--- src/rtl/flt2uns_pkg.sv ---
package flt2uns_pkg;
   typedef enum logic [2:0] {
      CLS_ZERO,
      CLS_SUB,
      CLS_NORM,
      CLS_INF,
      CLS_NAN
   } fcls_e;

   localparam int EXC_W   = 2;
   localparam int EXC_INV = 0;
   localparam int EXC_INX = 1;
endpackage

--- src/rtl/flt2uns_unpack.sv ---
module flt2uns_unpack
   import flt2uns_pkg::*;
#(
   parameter int EXP_W = 8,
   parameter int MAN_W = 23,
   localparam int FLT_W = 1 + EXP_W + MAN_W
) (
   input  logic [FLT_W-1:0] op_i,
   output logic             sign_o,
   output fcls_e            cls_o,
   output logic [EXP_W-1:0] exp_o,
   output logic [MAN_W:0]   sig_o
);
   logic [MAN_W-1:0] frac;
   logic             exp_max;
   logic             exp_min;
   logic             frac_nz;

   assign sign_o  = op_i[FLT_W-1];
   assign exp_o   = op_i[FLT_W-2 -: EXP_W];
   assign frac    = op_i[MAN_W-1:0];
   assign exp_max = &exp_o;
   assign exp_min = ~|exp_o;
   assign frac_nz = |frac;
   assign sig_o   = {~exp_min, frac};

   always_comb begin
      if (exp_max)      cls_o = frac_nz ? CLS_NAN : CLS_INF;
      else if (exp_min) cls_o = frac_nz ? CLS_SUB : CLS_ZERO;
      else              cls_o = CLS_NORM;
   end
endmodule

--- src/rtl/flt2uns_shift.sv ---
module flt2uns_shift #(
   parameter int MAN_W = 23,
   parameter int OUT_W = 32,
   localparam int SH_W   = $clog2(OUT_W),
   localparam int WIDE_W = MAN_W + OUT_W
) (
   input  logic [MAN_W:0]   sig_i,
   input  logic [SH_W-1:0]  amt_i,
   output logic [OUT_W-1:0] int_o,
   output logic             frac_nz_o
);
   logic [WIDE_W-1:0] stg [0:SH_W];

   assign stg[0] = WIDE_W'(sig_i);

   for (genvar k = 0; k < SH_W; k++) begin : g_stage
      assign stg[k+1] = amt_i[k] ? (stg[k] << (1 << k)) : stg[k];
   end

   assign int_o     = stg[SH_W][MAN_W +: OUT_W];
   assign frac_nz_o = |stg[SH_W][MAN_W-1:0];
endmodule

--- src/rtl/flt2uns_decide.sv ---
module flt2uns_decide
   import flt2uns_pkg::*;
#(
   parameter int EXP_W = 8,
   parameter int OUT_W = 32,
   localparam int BIAS = (1 << (EXP_W - 1)) - 1
) (
   input  logic             sign_i,
   input  fcls_e            cls_i,
   input  logic [EXP_W-1:0] exp_i,
   input  logic [OUT_W-1:0] int_i,
   input  logic             frac_nz_i,
   output logic [OUT_W-1:0] res_o,
   output logic [EXC_W-1:0] exc_o
);
   always_comb begin
      res_o = '0;
      exc_o = '0;
      if (cls_i == CLS_NAN) begin
         exc_o[EXC_INV] = 1'b1;
      end else if (sign_i) begin
         if (cls_i != CLS_ZERO) exc_o[EXC_INV] = 1'b1;
      end else begin
         case (cls_i)
            CLS_INF: begin
               res_o          = '1;
               exc_o[EXC_INV] = 1'b1;
            end
            CLS_SUB: exc_o[EXC_INX] = 1'b1;
            CLS_NORM: begin
               if (int'(exp_i) < BIAS) begin
                  exc_o[EXC_INX] = 1'b1;
               end else if (int'(exp_i) >= BIAS + OUT_W) begin
                  res_o          = '1;
                  exc_o[EXC_INV] = 1'b1;
               end else begin
                  res_o          = int_i;
                  exc_o[EXC_INX] = frac_nz_i;
               end
            end
            default: ;
         endcase
      end
   end
endmodule

--- src/rtl/flt2uns_trunc.sv ---
module flt2uns_trunc
   import flt2uns_pkg::*;
#(
   parameter int EXP_W = 8,
   parameter int MAN_W = 23,
   parameter int OUT_W = 32,
   localparam int FLT_W = 1 + EXP_W + MAN_W,
   localparam int BIAS  = (1 << (EXP_W - 1)) - 1,
   localparam int SH_W  = $clog2(OUT_W)
) (
   input  logic             clk,
   input  logic             rst_n,
   input  logic             start_i,
   input  logic [FLT_W-1:0] op_i,
   output logic             valid_o,
   output logic [OUT_W-1:0] result_o,
   output logic [EXC_W-1:0] exc_o
);
   if (EXP_W < 2 || EXP_W > 15) begin : g_bad_exp
      $error("flt2uns_trunc: EXP_W out of range");
   end
   if (MAN_W < 1) begin : g_bad_man
      $error("flt2uns_trunc: MAN_W must be positive");
   end
   if (OUT_W < 2) begin : g_bad_out
      $error("flt2uns_trunc: OUT_W too small");
   end
   if (BIAS + OUT_W > (1 << EXP_W) - 1) begin : g_bad_range
      $error("flt2uns_trunc: exponent cannot reach saturation range");
   end

   logic             sign_w;
   fcls_e            cls_w;
   logic [EXP_W-1:0] exp_w;
   logic [MAN_W:0]   sig_w;
   logic [SH_W-1:0]  shamt;
   logic [OUT_W-1:0] int_w;
   logic             frac_nz_w;
   logic [OUT_W-1:0] res_w;
   logic [EXC_W-1:0] exc_w;

   flt2uns_unpack #(.EXP_W(EXP_W), .MAN_W(MAN_W)) u_unpack (
      .op_i   (op_i),
      .sign_o (sign_w),
      .cls_o  (cls_w),
      .exp_o  (exp_w),
      .sig_o  (sig_w)
   );

   assign shamt = SH_W'(exp_w - EXP_W'(BIAS));

   flt2uns_shift #(.MAN_W(MAN_W), .OUT_W(OUT_W)) u_shift (
      .sig_i     (sig_w),
      .amt_i     (shamt),
      .int_o     (int_w),
      .frac_nz_o (frac_nz_w)
   );

   flt2uns_decide #(.EXP_W(EXP_W), .OUT_W(OUT_W)) u_decide (
      .sign_i    (sign_w),
      .cls_i     (cls_w),
      .exp_i     (exp_w),
      .int_i     (int_w),
      .frac_nz_i (frac_nz_w),
      .res_o     (res_w),
      .exc_o     (exc_w)
   );

   always_ff @(posedge clk or negedge rst_n) begin
      if (!rst_n) begin
         valid_o  <= 1'b0;
         result_o <= '0;
         exc_o    <= '0;
      end else begin
         valid_o <= start_i;
         if (start_i) begin
            result_o <= res_w;
            exc_o    <= exc_w;
         end
      end
   end
endmodule

--- config.mk ---
export PLATFORM = sky130hd
export DESIGN_NAME = flt2uns_trunc
export DESIGN_NICKNAME = d
export VERILOG_FILES = /design/src/rtl/flt2uns_pkg.sv /design/src/rtl/flt2uns_unpack.sv /design/src/rtl/flt2uns_shift.sv /design/src/rtl/flt2uns_decide.sv /design/src/rtl/flt2uns_trunc.sv
export SDC_FILE = /design/constraint.sdc
export NUM_CORES = 1
export LEC_CHECK = 0
export CAP_MARGIN = 20
export CORE_MARGIN = 2
export CORE_UTILIZATION = 51
export CTS_BUF_LIST = sky130_fd_sc_hd__clkbuf_2
export DETAILED_ROUTE_END_ITERATION = 12
export PLACE_DENSITY = 0.8
export SLEW_MARGIN = 20
export SYNTH_ARGS = -nofsm -noshare
export SYNTH_HDL_FRONTEND = slang
export SYNTH_SLANG_ARGS = --single-unit
--- constraint.sdc ---
create_clock -name clk -period 2.27 [get_ports clk]
set_input_delay 0.3405 -clock clk [delete_from_list [all_inputs] [get_ports clk]]
set_output_delay 0.3405 -clock clk [all_outputs]
set_load 0.1 [all_outputs]
==> summary.txt, run 1 <==
Run status
  • Status: finished with violations
  • Failing checks: setup timing

Finish
  • Layout net count: 616
  • FILL cells: 286
  • Finished Cell Area: 0.00572 mm²
  • Fraction of layout cells with a size suffix above 1: between 50% and 60%
  • Final std cells w/o fill: 658
  • Area delta synth->final: 66.6%

Global route
  • Met2 usage: between 60% and 70%
  • Antenna violations before repair: 0
  • Most used routing layer: met2
  • All-Layer GR Usage: 37.9%
  • Largest net degree at the start of global routing: 36
  • Vias in the first global route: 4,194
  • Met3 Use GR: 8.85%
  • First-pass GRT wire length: ~22,000 µm
  • Grt met1 use: roughly half
  • Gr ovfl total: 0

Detailed routing
  • DRT Pass-1 Iters: 6
  • Antenna viol nets, final: 0
  • Via count: about 4,600
  • Routed wire length: approximately 16,000 µm
  • Wire per inst: 24.1 µm
  • Number of remaining DRC errors: 0
  • First-iteration detailed-routing DRC count: 662
  • DR vias/cell: 6.95

Power
  • Sequential share of power: 22.9%
  • Sw frac: 46.6%
  • Clock group share of total power: 14.0%
  • Worst VDD drop: 0.615 mV
  • Switching power: 1450 µW
  • Logic pwr share: approximately 63%
  • Leakage power: 0.00266 µW
  • Pint: 1660 µW
  • Power per Cell Area: roughly 540 mW/mm²

STA
  • Setup_tns: -0.203 ns
  • Slew @ Worst Pin: ~0.54 ns
  • RSZ-0062 raised after global routing: true
  • Final Hold Vio Count: 0
  • Min Tclk post-route: between 2 and 2.5 ns
  • Period utilization: 105%
  • Slew HR: 63.7%
  • Final setup violation count: 6
  • Hold_ws: 0.286 ns
  • Final Max Slew Viols: 0
  • Setup Skew: 0 ns
  • F_max: 421 MHz
  • Worst Slack Setup Final: -0.103 ns

Setup path
  • CP Capture Type: flop
  • Worst path arrival time: 2.69 ns
  • Worst setup SP type: input port
  • Crit path max fanout: 8
  • Worst setup path category: input port to flop
  • Data required, critical path: between 2 and 3 ns

Yosys
  • Seq cells post-synth: 35
  • Post-synth ARST share: 100%
  • Dominant cells by area after synthesis: dfrtp_1 26%, mux2i_1 12%, mux2_2 9.5%
  • Mapped Cells: 391
  • Top FF cell, synth: dfrtp_1
  • Most common cell in the synthesized netlist: nor2_1
  • Synth Net Count: 428
  • Leading area contributor after synthesis: dfrtp_1
  • Distinct cells, synth: 56
  • Post-synth EDFFs: 0
  • YS warnings: 0
  • Mapped cell area: 0.00343 mm²
  • Syn Area/Cell: 8.78 µm²
  • Commonest cells in the synthesized netlist: 43 x nor2_1, 41 x mux2i_1, 35 x dfrtp_1, 29 x mux2_2, 25 x nand2_1
  • Sequential element share of the synthesized area: 25.5%
  • Top-area cell type share of the netlist area: 25.5%

Clock network
  • Clock transition at path regs: 0.21 ns
  • TritonCTS Buffers: 5
  • CTS tree: done
  • Skew-Pair Late Insertion Delay: 0.41 ns
  • CTS Root Buffer Type: clkbuf_2
  • H-tree levels: 2
  • Clk sinks: 35
  • Max clock buf depth: 2

Floorplanning
  • Die H: 86.1 µm
  • CORE AREA: approximately 0.0064 mm²
  • Die area: 0.00740 mm²
  • Row Count: 29
  • Die width: 86.1 µm
  • Top-level I/O count: 70
  • Initial core utilization: a little over half

Placed design
  • Hpwl dp: 9920 µm
  • GPL Wtd Cong: 0.986
  • Port Buf Inserts: 69
  • DP Area: roughly 0.0050 mm²
  • Cell count after placement: ~630

Min path
  • Worst hold-check path type: input port to async pin

Job
  • Total of max-cap violations: 0
-- kinds of logic (layout without fill, tap and decap cells) --
logic type               count (synthesis)  in the layout  share of synthesized area, %
buffers and inverters                   56            245                          7.76
flip-flops                              35             35                          25.5
AO/OA/AOI/OAI                          108            108                          23.3
multiplexers                            76             76                          25.4
other                                    0              1                             0
XOR/XNOR                                 8              8                          2.48
AND/OR/NAND/NOR                        106            106                          14.8
adder cells (fa/ha/maj)                  2              2                         0.729
-- power groups by stage --
stage	Combinational [µW]	Clock, µW	Sequential, µW
CTS	1750	420	708
global placement	1610	0	717
global route	2020	459	715
finish	1960	434	711
floorplan	637	0	1100
detailed placement	1630	0	719
-- metrics by stage --
step	util, %	setup slack [ns]	power [µW]
floorplan	-	-0.339	1730
global placement	77.9	-1.04	2320
detailed placement	77.9	-1.03	2350
CTS	83.5	-0.0227	2870
global route	89.0	-0.121	3200
finish	89.1	-0.103	3110
-- final cells by class --
cell class | instances | area [µm²] | share of cell area (%)
antenna | 1 | 2.50 | 0.0437
tap | 77 | 96.3 | 1.68
clock inverter | 3 | 43.8 | 0.766
clock buffer | 5 | 25.0 | 0.437
inverter | 24 | 108 | 1.88
multi-input combinational | 300 | 2690 | 46.9
timing repair buffer | 213 | 1880 | 32.9
sequential | 35 | 876 | 15.3
-- registers in the layout, indices dropped and copies added (netlist names) --
register	count
result_o	32
exc_o	2
valid_o	1
-- routing by layer --
layer	wire, µm	vias up
met4	1050	0
met3	1820	130
li1	-	1855
met2	7300	418
met1	5700	2170
met5	0	-
-- placed cells by master (no fill, tap or decap), types with 4 or more instances in the layout --
cell type        instances
mux2i_2                 11
a21oi_1                 20
o2bb2ai_1                9
buf_12                   7
mux2i_1                 24
o21ai_0                  9
clkdlybuf4s50_1         17
o221ai_2                 5
nor4_2                   5
buf_4                  161
inv_1                   21
nand3_1                  6
o221ai_1                14
mux2_2                  17
dlymetal6s2s_1          13
clkbuf_2                 5
o22ai_1                  4
a211oi_1                 6
a211oi_2                 5
o31ai_1                  4
nor2_1                  40
mux2i_4                  6
dfrtp_1                 35
mux2_4                  12
nand2_1                 24
nor3_1                   7
a221o_1                  4
buf_6                   10
mux4_2                   6
-- path summary, 6_finish.rpt --
| kind | start | end | slack (ns) | depth (start not counted) |
|---|---|---|---|---|
| max in group asynchronous | rst_n | result_o[26] | 1.63 | 2 |
| min in group clk | result_o[2] | result_o[2] | 0.52 | 1 |
| max reg2reg | exc_o[1] | exc_o[1] | 1.20 | 2 |
| min | rst_n | result_o[23] | 0.29 | 2 |
| max | op_i[23] | exc_o[1] | -0.10 | 12 |
| min reg2reg | result_o[2] | result_o[2] | 0.52 | 1 |
-- what timing repair did --
| item | CTS | global route |
|---|---|---|
| pin swaps | 13 | 17 |
| hold buffers | 0 | 0 |
| gates resized for setup | 46 | 62 |
| cloned | 1 | 1 |
| endpoints found under the setup margin | 33 | 27 |
| setup buffers | 12 | 8 |
-- critical path, cell delays in order --
cell and delay [ns]:
buf_12 0.10, inv_12 0.03, ha_4 0.37, buf_12 0.16, mux2_2 0.38, mux2i_1 0.17
buf_4 0.17, a31oi_1 0.10, o21ai_0 0.36, nor4_2 0.09, a211oi_2 0.27, o41ai_2 0.14
Power figures use the tool's default switching activity.
==> run 2: changes to the inputs <==
--- a/config.mk
+++ b/config.mk
@@ -9,6 +9,7 @@
 export CORE_MARGIN = 2
 export CORE_UTILIZATION = 51
 export CTS_BUF_LIST = sky130_fd_sc_hd__clkbuf_2
+export CTS_CLUSTER_DIAMETER = 30
 export DETAILED_ROUTE_END_ITERATION = 12
 export PLACE_DENSITY = 0.8
 export SLEW_MARGIN = 20
==> results of run 2 <==
No change in the layout: final DEF, timing and power equal those of run 1.
